===== src/rtl/smb_br_pkg.sv =====
// Shared types for the SMBus block-read responder.
// Assumes: nothing beyond IEEE 1800-2017.
package smb_br_pkg;

    // Completion codes reported on status_o
    typedef enum logic [3:0] {
        CS_OK      = 4'b0000,
        CS_PECERR  = 4'b0001,
        CS_PROTO   = 4'b0010,
        CS_HWNACK  = 4'b0011,
        CS_EXTNACK = 4'b0100,
        CS_SCLTMO  = 4'b0101,
        CS_SDATMO  = 4'b0110
    } cstat_e;

    // Transaction progress
    typedef enum logic [2:0] {
        PH_IDLE, PH_WADDR, PH_CMD, PH_RSWAIT, PH_RADDR, PH_TX, PH_ENDWAIT
    } phase_e;

    // Bus events decoded from two successive line samples
    typedef struct packed {
        logic rise;
        logic fall;
        logic start;
        logic stop;
        logic sda;
    } busev_t;

    // One byte step of CRC-8, polynomial x^8+x^2+x+1, MSB first
    function automatic logic [7:0] crc8_step(input logic [7:0] c, input logic [7:0] d);
        logic [7:0] r;
        r = c ^ d;
        for (int i = 0; i < 8; i++) begin
            r = r[7] ? ((r << 1) ^ 8'h07) : (r << 1);
        end
        return r;
    endfunction

endpackage


===== src/rtl/smb_br_linemon.sv =====
// Line monitor: registers SCL/SDA, decodes edges and start/stop,
// and runs one low-time counter per line.
// Assumes: scl_i/sda_i already synchronised to clk; TMO_CYC >= 2.
module smb_br_linemon
    import smb_br_pkg::*;
#(
    parameter int TMO_CYC = 1000
) (
    input  logic       clk,
    input  logic       rst_n,
    input  logic       scl_i,
    input  logic       sda_i,
    output busev_t     ev,
    output logic [1:0] tmo      // [0] SCL low expired, [1] SDA low expired
);
    localparam int TW = $clog2(TMO_CYC + 1);

    logic [1:0] cur_q, prv_q;   // bit 0 = SCL, bit 1 = SDA

    // Two-deep line history for edge decoding
    always_ff @(posedge clk) begin
        if (!rst_n) begin
            cur_q <= 2'b11;
            prv_q <= 2'b11;
        end else begin
            cur_q <= {sda_i, scl_i};
            prv_q <= cur_q;
        end
    end

    assign ev.rise  = cur_q[0] & ~prv_q[0];
    assign ev.fall  = ~cur_q[0] & prv_q[0];
    assign ev.start = cur_q[0] & prv_q[0] & prv_q[1] & ~cur_q[1];
    assign ev.stop  = cur_q[0] & prv_q[0] & ~prv_q[1] & cur_q[1];
    assign ev.sda   = cur_q[1];

    for (genvar g = 0; g < 2; g++) begin : g_low
        logic [TW-1:0] cnt_q;
        // Saturating count of consecutive low samples on this line
        always_ff @(posedge clk) begin
            if (!rst_n || cur_q[g]) begin
                cnt_q <= '0;
            end else if (cnt_q != TW'(TMO_CYC)) begin
                cnt_q <= cnt_q + TW'(1);
            end
        end
        assign tmo[g] = ~cur_q[g] && (cnt_q == TW'(TMO_CYC - 1));
    end
endmodule


===== src/rtl/smb_br_fsm.sv =====
// Transaction sequencer: receives address/command/read-address bytes,
// transmits count, data and PEC, and resolves the completion code.
// Assumes: byte_cnt_i <= MAXB; ev/tmo from smb_br_linemon.
module smb_br_fsm
    import smb_br_pkg::*;
#(
    parameter int MAXB = 4
) (
    input  logic                         clk,
    input  logic                         rst_n,
    input  busev_t                       ev,
    input  logic [1:0]                   tmo,
    input  logic [6:0]                   own_addr_i,
    input  logic [6:0]                   rd_addr_i,
    input  logic [7:0]                   cmd_code_i,
    input  logic                         rd_bit_chk_i,
    input  logic [$clog2(MAXB+1)-1:0]    byte_cnt_i,
    input  logic [MAXB*8-1:0]            buf_data_i,
    output logic                         pull_o,
    output logic                         done_o,
    output logic [3:0]                   status_o
);
    localparam int KW = $clog2(MAXB + 2);

    phase_e        ph;
    logic [3:0]    bi;          // SCL rises seen in the current 9-clock frame
    logic [6:0]    sh;
    logic          ack_ok;
    logic [KW-1:0] k;           // 0 = count, 1..N data, N+1 = PEC
    logic [7:0]    crc;
    logic [7:0]    rxb, txb;
    logic          pec_slot, active, fin;
    cstat_e        fin_st;

    assign rxb      = {sh, ev.sda};
    assign pec_slot = (int'(k) == int'(byte_cnt_i) + 1);
    assign active   = (ph != PH_IDLE) && (ph != PH_WADDR);

    // Select the byte being transmitted
    always_comb begin
        txb = crc;
        if (k == '0) begin
            txb = 8'(byte_cnt_i);
        end else begin
            for (int j = 0; j < MAXB; j++) begin
                if (int'(k) == j + 1 && !pec_slot) txb = buf_data_i[8*j +: 8];
            end
        end
    end

    // Resolve whether this cycle ends the transaction, in priority order
    always_comb begin
        fin    = 1'b0;
        fin_st = CS_OK;
        if (active) begin
            if (tmo[0]) begin
                fin = 1'b1; fin_st = CS_SCLTMO;
            end else if (tmo[1]) begin
                fin = 1'b1; fin_st = CS_SDATMO;
            end else if (ev.stop) begin
                fin = 1'b1; fin_st = (ph == PH_ENDWAIT) ? CS_OK : CS_PROTO;
            end else if (ev.start && ph != PH_RSWAIT) begin
                fin = 1'b1; fin_st = CS_PROTO;
            end else if (ev.rise) begin
                if (ph == PH_RSWAIT || ph == PH_ENDWAIT) begin
                    if (bi != 4'd0) begin fin = 1'b1; fin_st = CS_PROTO; end
                end else if (bi == 4'd8) begin
                    unique case (ph)
                        PH_CMD:   if (!ack_ok) begin
                                      fin = 1'b1; fin_st = ev.sda ? CS_HWNACK : CS_PROTO;
                                  end
                        PH_RADDR: if (!ack_ok) begin fin = 1'b1; fin_st = CS_PROTO; end
                        PH_TX:    if (pec_slot) begin
                                      if (!ev.sda) begin fin = 1'b1; fin_st = CS_PROTO; end
                                  end else if (ev.sda) begin
                                      fin = 1'b1; fin_st = CS_EXTNACK;
                                  end
                        default:  ;
                    endcase
                end
            end
        end
    end

    // Phase, bit counter, shift, CRC and SDA drive updates
    always_ff @(posedge clk) begin
        if (!rst_n) begin
            ph <= PH_IDLE; bi <= '0; sh <= '0; ack_ok <= 1'b0; k <= '0;
            crc <= '0; pull_o <= 1'b0; done_o <= 1'b0; status_o <= CS_OK;
        end else begin
            done_o <= 1'b0;
            if (fin) begin
                done_o <= 1'b1; status_o <= fin_st; ph <= PH_IDLE; pull_o <= 1'b0;
            end else if (ev.start && (ph == PH_IDLE || ph == PH_WADDR)) begin
                ph <= PH_WADDR; bi <= '0; crc <= '0; pull_o <= 1'b0;
            end else if (ev.start && ph == PH_RSWAIT) begin
                ph <= PH_RADDR; bi <= '0;
            end else if (ev.stop && ph == PH_WADDR) begin
                ph <= PH_IDLE; pull_o <= 1'b0;
            end else if (ev.rise && ph != PH_IDLE) begin
                if (ph == PH_RSWAIT || ph == PH_ENDWAIT) begin
                    bi <= 4'd1;
                end else if (bi == 4'd8) begin
                    bi <= '0;
                    unique case (ph)
                        PH_WADDR: ph <= ack_ok ? PH_CMD : PH_IDLE;
                        PH_CMD:   ph <= PH_RSWAIT;
                        PH_RADDR: begin ph <= PH_TX; k <= '0; end
                        PH_TX:    if (pec_slot) ph <= PH_ENDWAIT;
                                  else k <= k + KW'(1);
                        default:  ;
                    endcase
                end else begin
                    sh <= rxb[6:0];
                    bi <= bi + 4'd1;
                    if (bi == 4'd7) begin
                        unique case (ph)
                            PH_WADDR: begin
                                ack_ok <= (rxb == {own_addr_i, 1'b0});
                                crc    <= crc8_step(crc, rxb);
                            end
                            PH_CMD: begin
                                ack_ok <= (rxb == cmd_code_i);
                                crc    <= crc8_step(crc, rxb);
                            end
                            PH_RADDR: begin
                                ack_ok <= (rxb[7:1] == rd_addr_i) && (rxb[0] || !rd_bit_chk_i);
                                crc    <= crc8_step(crc, rxb);
                            end
                            PH_TX:    if (!pec_slot) crc <= crc8_step(crc, txb);
                            default:  ;
                        endcase
                    end
                end
            end else if (ev.fall) begin
                unique case (ph)
                    PH_TX:    pull_o <= (bi < 4'd8) ? ~txb[3'(4'd7 - bi)] : 1'b0;
                    PH_WADDR, PH_CMD, PH_RADDR: pull_o <= (bi == 4'd8) && ack_ok;
                    default:  pull_o <= 1'b0;
                endcase
            end
        end
    end
endmodule


===== src/rtl/smb_blkrd_target.sv =====
// Top of the SMBus target block-read responder: line monitor plus
// transaction sequencer. Assumes a synchronous active-low reset and
// line samples already in the clk domain.
module smb_blkrd_target #(
    parameter int MAXB    = 4,
    parameter int TMO_CYC = 1000
) (
    input  logic                      clk,
    input  logic                      rst_n,
    input  logic                      scl_i,
    input  logic                      sda_i,
    output logic                      sda_pull_o,
    input  logic [6:0]                own_addr_i,
    input  logic [6:0]                rd_addr_i,
    input  logic [7:0]                cmd_code_i,
    input  logic                      rd_bit_chk_i,
    input  logic [$clog2(MAXB+1)-1:0] byte_cnt_i,
    input  logic [MAXB*8-1:0]         buf_data_i,
    output logic                      done_o,
    output logic [3:0]                status_o
);
    smb_br_pkg::busev_t ev;
    logic [1:0]         tmo;

    smb_br_linemon #(.TMO_CYC(TMO_CYC)) u_mon (
        .clk(clk), .rst_n(rst_n), .scl_i(scl_i), .sda_i(sda_i),
        .ev(ev), .tmo(tmo)
    );

    smb_br_fsm #(.MAXB(MAXB)) u_fsm (
        .clk(clk), .rst_n(rst_n), .ev(ev), .tmo(tmo),
        .own_addr_i(own_addr_i), .rd_addr_i(rd_addr_i), .cmd_code_i(cmd_code_i),
        .rd_bit_chk_i(rd_bit_chk_i), .byte_cnt_i(byte_cnt_i), .buf_data_i(buf_data_i),
        .pull_o(sda_pull_o), .done_o(done_o), .status_o(status_o)
    );
endmodule


===== config.mk =====
export PLATFORM = sky130hd
export DESIGN_NAME = smb_blkrd_target
export DESIGN_NICKNAME = d
export VERILOG_FILES = /design/src/rtl/smb_br_pkg.sv /design/src/rtl/smb_br_linemon.sv /design/src/rtl/smb_br_fsm.sv /design/src/rtl/smb_blkrd_target.sv
export SDC_FILE = /design/constraint.sdc
export NUM_CORES = 1
export LEC_CHECK = 0
export CORE_MARGIN = 10
export CORE_UTILIZATION = 60
export DETAILED_ROUTE_END_ITERATION = 12
export GPL_TIMING_DRIVEN = 0
export HOLD_SLACK_MARGIN = 0.05
export PLACE_DENSITY = 0.88
export SLEW_MARGIN = 15
export SYNTH_ARGS = -nofsm -noshare
export SYNTH_HDL_FRONTEND = slang
export SYNTH_HIERARCHICAL = 1
export SYNTH_SLANG_ARGS = --single-unit

===== constraint.sdc =====
create_clock -name clk -period 9.05 [get_ports clk]
set_input_delay 1.3575 -clock clk [delete_from_list [all_inputs] [get_ports clk]]
set_output_delay 1.3575 -clock clk [all_outputs]
set_load 0.01 [all_outputs]

# [Yosys cells after proc, flatten, opt, wreduce, memory -nomap -nowiden]
# Index checks and enable logic that the tools add are counted.
[op_classes] eq_ne=35 addsub=6 n_bitwise=37 mux=87 reduce_logical=54 order_cmp=2
[ops] operator="8-bit 2-to-1 mux" count=13
[ops] operator="3-bit 2-to-1 mux" count=24
[ops] operator="4-bit 2-to-1 mux" count=16
[ops] operator="3-bit inverter" count=16
[ops] operator="4-bit by 32-bit equality test with 1-bit output" count=1
[ops] operator="9-bit AND reduction" count=3
[ops] operator="1-bit 2-to-1 mux" count=21
[ops] operator="10-bit by 1-bit adder with 10-bit output (second input constant)" count=2
[ops] operator="10-bit equality test (second input constant)" count=2
[ops] operator="10-bit inequality test (second input constant)" count=2
[ops] operator="3-bit equality test (second input constant)" count=6
[ops] operator="3-bit nonzero test" count=6
[ops] operator="8-bit equality test" count=2
[ops] operator="8-bit one-hot mux with 2 select lines" count=1
[ops] operator="4-bit nonzero test" count=4
[ops] operator="8-bit XOR" count=2
[ops] operator="5-bit AND reduction" count=3
[ops] operator="1-bit logical AND" count=14
[ops] operator="1-bit inverter" count=12
[ops] operator="3-bit one-hot mux with 4 select lines" count=1
[ops] operator="4-bit one-hot mux with 3 select lines" count=1
[ops] operator="2-bit 2-to-1 mux" count=5
[ops] operator="2-bit by 1-bit inequality test with 1-bit output (second input constant)" count=5
[ops] operator="3-bit by 2-bit equality test with 1-bit output (second input constant)" count=3
[ops] operator="other kinds (33)" count=56
[word_totals] wordCells=236 out_inout_bits=6 reg_bits=56 inputBits=62

# [Depth between registers and ports, before layout]
[depth] word_depth=35 ltp_mapped=15 mapped_depth_nobuf=14

# [Hierarchy]
# The synthesis kept the hierarchy.
[by_module_without_submodules] module="smb_br_fsm" cells_each=458 instances=1 area_per_inst_um2=3405.8 seq_area_each_um2=620.6
[by_module_without_submodules] module="smb_br_linemon" cells_each=128 instances=1 area_per_inst_um2=1132.3 seq_area_each_um2=480.5

# [Worst setup path after synthesis]
# No wires, ideal clock.
[synth_timing] path_kind="input to register" start="input byte_cnt_i[0]" end="register u_fsm.crc[2]" required_ns=8.919 arrival_time_ns=3.737 cell_stages=14 setup_slack_ns=5.182 setup_time_ns=0.131 path_buffers=0 path_cell_list="ha_1 xnor2_1 xnor2_1 nand3_1 inv_1 ha_1 o31ai_1 mux2_2 a21oi_1 nor2_1 a21oi_1 nor2_1 a221oi_1 o21ai_0"
[synth_between] elab_chain_cells=24 elab_cells_between_ends=44 cone_classes="add/sub (1); eq/ne (2); mux (29); bitwise (6); reduce/logical (6)"
[synth_rtl] element="from (decl)" line="smb_blkrd_target.sv:17" source="input logic [$clog2(MAXB+1)-1:0] byte_cnt_i,"
[synth_rtl] element="3-bit by 1-bit adder with 4-bit output" line="smb_br_fsm.sv:36" source="assign pec_slot = (int'(k) == int'(byte_cnt_i) + 1);"
[synth_rtl] element="4-bit by 32-bit equality test with 1-bit output" line="smb_br_fsm.sv:36"
[synth_rtl] element="1-bit logical NOT" line="smb_br_fsm.sv:46" source="if (int'(k) == j + 1 && !pec_slot) txb = buf_data_i[8*j +: 8];"
[synth_rtl] element="1-bit logical AND" line="smb_br_fsm.sv:46"
[synth_rtl] element="8-bit 2-to-1 mux (4 in a row)" line="smb_br_fsm.sv:46"
[synth_rtl] element="8-bit 2-to-1 mux" line="smb_br_fsm.sv:42" source="if (k == '0) begin"
[synth_rtl] element="8-bit XOR" line="smb_br_pkg.sv:33" source="r = c ^ d;"
[synth_rtl] element="3-bit 2-to-1 mux / 3-bit inverter (equally long branches)"
[synth_rtl] element="[5 not listed]"
[synth_rtl] element="8-bit one-hot mux with 2 select lines" line="smb_br_fsm.sv:117" source="unique case (ph)"
[synth_rtl] element="8-bit 2-to-1 mux" line="smb_br_fsm.sv:116" source="if (bi == 4'd7) begin"
[synth_rtl] element="8-bit 2-to-1 mux" line="smb_br_fsm.sv:103" source="end else if (bi == 4'd8) begin"
[synth_rtl] element="8-bit 2-to-1 mux" line="smb_br_fsm.sv:101" source="if (ph == PH_RSWAIT || ph == PH_ENDWAIT) begin"
[synth_rtl] element="8-bit 2-to-1 mux" line="smb_br_fsm.sv:100" source="end else if (ev.rise && ph != PH_IDLE) begin"
[synth_rtl] element="8-bit 2-to-1 mux" line="smb_br_fsm.sv:98" source="end else if (ev.stop && ph == PH_WADDR) begin"
[synth_rtl] element="8-bit 2-to-1 mux" line="smb_br_fsm.sv:96" source="end else if (ev.start && ph == PH_RSWAIT) begin"
[synth_rtl] element="8-bit 2-to-1 mux" line="smb_br_fsm.sv:94" source="end else if (ev.start && (ph == PH_IDLE || ph == PH_WADDR)) begin"
[synth_rtl] element="to (signal assigned)" line="smb_br_fsm.sv:120" source="crc <= crc8_step(crc, rxb);"
[synth_rtl] element="to (signal assigned)" line="smb_br_fsm.sv:124" source="crc <= crc8_step(crc, rxb);"
[synth_rtl] element="to (signal assigned)" line="smb_br_fsm.sv:128" source="crc <= crc8_step(crc, rxb);"
[synth_rtl] element="to (decl)" line="smb_br_fsm.sv:30" source="logic [7:0] crc;"
# Several ways; a longest one is shown, not always the timed one. The select of a mux whose other input is x is not followed.
# A chain may end at the register's enable or synchronous reset.

# [Worst setup path after layout]
# Same ends and word-level chain as after synthesis.

==> summary.md <==
| Metric | Value |
|---|---|
| Filler cell count | 574 |
| Hold Vio Cnt, Final | 0 |
| Postcts setup bufs | 0 |
| Final setup violation count | 0 |
| CTS tree | done |
| Average wire per standard cell | 16.9 um |
| GP Congestion | 0.935 |
| Async S/R FF share, synth | 0% |
| CTS Hold Buffers Added | 0 |
| CTS buffer count | 5 |
| Average size of a mapped cell | 7.74 um^2 |
| DRT Wirelength | 12900 um |
| Top cells by count, synth | dfxtp_1 (55), nor2_1 (54), nand2_1 (47) |
| Critical Path Start Type | input pin |
| Detail Placement HPWL | 10100 um |
| Pin count of the biggest net entering global routing | 19 |
| Slew @ Worst Pin | 0.833 ns |
| Overflow after GRT | 0 |
| Initial core utilization | 62.2% |
| Core area | 0.00729 mm^2 |
| Hold WC Path Type | register to register |
| DRT antenna net count | 0 |
| Unrepaired setup endpoints after global routing | false |
| Layout Skew | 0.00837 ns |
| Via Count | 4657 |
| Syn Nets | 662 |
| Max-Slew Margin vs Limit | 43.7% |
| Number of flops mapped to enable cells by yosys | 0 |
| Top-count cell post-synth | dfxtp_1 |
| DRC Markers | 0 |
| #FFs+latches synth | 55 |
| Non-Filler Instances | 759 |
| Critical Path End Type | register |
| CTS root buf | clkbuf_8 |
| Clock Latency Late Sink | 0.31 ns |
| Number of gates resized after cts | 0 |
| Nets | 735 |
| Clock Sinks | 55 |
| 1st-pass router iterations | 5 |
| F_max | 209 MHz |
| WP data required | 9.23 ns |
| Worst Path Max Fanout | 6 |
| Initial antenna violation count | 0 |
| Worst VDD drop | 0.0000589 V |
| Yosys top cell area share | 24.3% |
| Synthesized area | 0.00454 mm^2 |
| Clock Tree Buf Depth | 2 |
| Arrival time at the worst endpoint | 4.96 ns |
| Max_cap viols | 0 |
| Count of unique library cells instantiated by Yosys | 80 |
| Setup tns final | 0 ns |
| H-tree depth | 2 |
| Period utilization | 52.8% |
| Top-level I/O count | 68 |
| Placed cell count | 751 |
| Vias/cell | 6.14 |
| Row cnt | 31 |
| Final Max Slew Viols | 0 |
| Die H | 107 um |
| Post-Syn Instances | 586 |
| LEAKAGE | 1.97 nW |
| Register area share after synthesis | 24.3% |
| Die area | 0.0114 mm^2 |
| Area leader, netlist | dfxtp_1 |
| Layout cell share with drive strength beyond 1 | 5.45% |
| Antenna fix cells | 0 |
| Clk slew on worst S/H paths | 0.10 ns |
| First-pass GRT wire length | 21300 um |
| Leading register cell type out of synthesis | dfxtp_1 |
| Worst hold margin | 0.498 ns |
| Tot GR Track Use | 21.7% |
| Setup Crit Path Kind | input pin to register |
| Pwr Density | 84.9 mW/mm^2 |
| Outcome | finished clean |
| Minimum clock period after layout | 4.78 ns |
| Die W | 107 um |
| Synth area leaders | dfxtp_1 (24%), xnor2_1 (7.7%), a21oi_1 (4.7%), xor2_1 (4.6%), nor2_1 (4.5%) |
| Yosys warns | 6 |
| Vias in the first global route | 4564 |
| P&R area growth vs syn | 19.3% |
| Port Buf Inserts | 66 |
| Starting DRT DRC Count | 458 |
==> final cells by class <==
cell class	instances	area (um^2)	share of cell area, %
Sequential cell	55	1100	20.3
Tap cell	99	124	2.29
Timing Repair Buffer	66	661	12.2
Multi-Input combinational cell	472	3170	58.6
Clock buffer	5	68.8	1.27
Clock inverter	3	22.5	0.416
Buffer	31	158	2.91
Inverter	28	105	1.94
==> report_power, final <==
group	internal, mW	switching (mW)
combinational	0.0407	0.0358
clock	0.0557	0.0822
sequential	0.244	0.00152
total	0.340	0.120
==> critical path: stages <==
cell and delay (ns):
clkdlybuf4s50_1 0.52, ha_1 0.31, xnor2_1 0.29, xnor2_1 0.10, nand3_1 0.29, inv_1 0.08, ha_1 0.28, o31ai_1 0.07
mux2_2 0.29, a21oi_1 0.16, nor2_1 0.13, a21oi_1 0.49, nor2_1 0.15, a221oi_1 0.31, o21ai_0 0.14
==> cell families (layout without fill, tap and decap cells) <==
logic type	after synthesis	count (layout)	synth area share (%)
flip-flops	55	55	24.3
other	1	1	0.0826
AO/OA/AOI/OAI	166	166	24.3
adder cells (fa/ha/maj)	14	14	3.86
buffers and inverters	59	133	5.79
XOR/XNOR	67	67	13.7
multiplexers	23	23	5.51
AND/OR/NAND/NOR	201	201	22.4
==> final timing paths <==
kind | from | end | slack [ns] | cells after the start
setup / recovery | byte_cnt_i[0] | u_fsm/crc[2]$_SDFFE_PN0P_ | 4.27 | 15
hold / removal | u_mon/g_low[1].cnt_q[9]$_SDFFE_PP0P_ | u_mon/g_low[1].cnt_q[9]$_SDFFE_PP0P_ | 0.50 | 2
setup reg to reg | u_fsm/k[2]$_SDFFE_PN0P_ | u_fsm/crc[2]$_SDFFE_PN0P_ | 5.58 | 13
hold reg to reg | u_mon/g_low[1].cnt_q[9]$_SDFFE_PP0P_ | u_mon/g_low[1].cnt_q[9]$_SDFFE_PP0P_ | 0.50 | 2
==> metal layers <==
metal | vias up | GRT usage, % | wire length [um]
met5 | - | 0 | 0
met3 | 15 | 3.17 | 813
met4 | 0 | 3.68 | 105
met2 | 195 | 38.3 | 6280
met1 | 2183 | 27.7 | 5660
li1 | 2264 | - | -
==> sequential cells by signal (all words and copies together) (netlist names) <==
name	flops
u_fsm/bi	4
u_fsm/status_o	3
u_fsm/ph	3
u_mon/g_low.cnt_q	20
u_fsm/sh	7
u_fsm/crc	8
u_fsm/k	3
u_mon/cur_q	2
u_fsm/ack_ok	1
u_fsm/pull_o	1
u_fsm/done_o	1
u_mon/prv_q	2
==> through the flow <==
step / setup WS (ns) / power (mW) / instance area, um^2 / utilization, %
after global placement: 4.15 / 0.324 / 5320 / 73.0
final: 4.27 / 0.459 / 5410 / 74.2
after floorplan: 5.18 / 0.288 / 4540 / -
after detailed placement: 4.06 / 0.326 / 5320 / 73.0
after CTS: 4.37 / 0.461 / 5410 / 74.2
after global routing: 4.02 / 0.479 / 5410 / 74.2
==> layout by cell type, fill, tap and decap left out, types with 4 or more instances in the layout <==
cell type / count
o21a_1: 7
a31oi_1: 7
nand2_1: 47
nor4_1: 6
clkbuf_8: 8
o32ai_1: 4
nor2b_1: 8
clkbuf_1: 23
ha_1: 14
mux2i_1: 19
a21o_1: 5
xor2_1: 24
nand2b_1: 9
or4_1: 5
a211oi_1: 4
o22ai_1: 11
a21oi_1: 43
o31ai_1: 10
o21ai_0: 31
xnor2_1: 40
clkdlybuf4s50_1: 66
a22oi_1: 4
nand3_1: 17
dfxtp_1: 55
nor3_1: 18
inv_1: 26
nor2_1: 54
or3_1: 9
(Power assumes the default switching activity.)
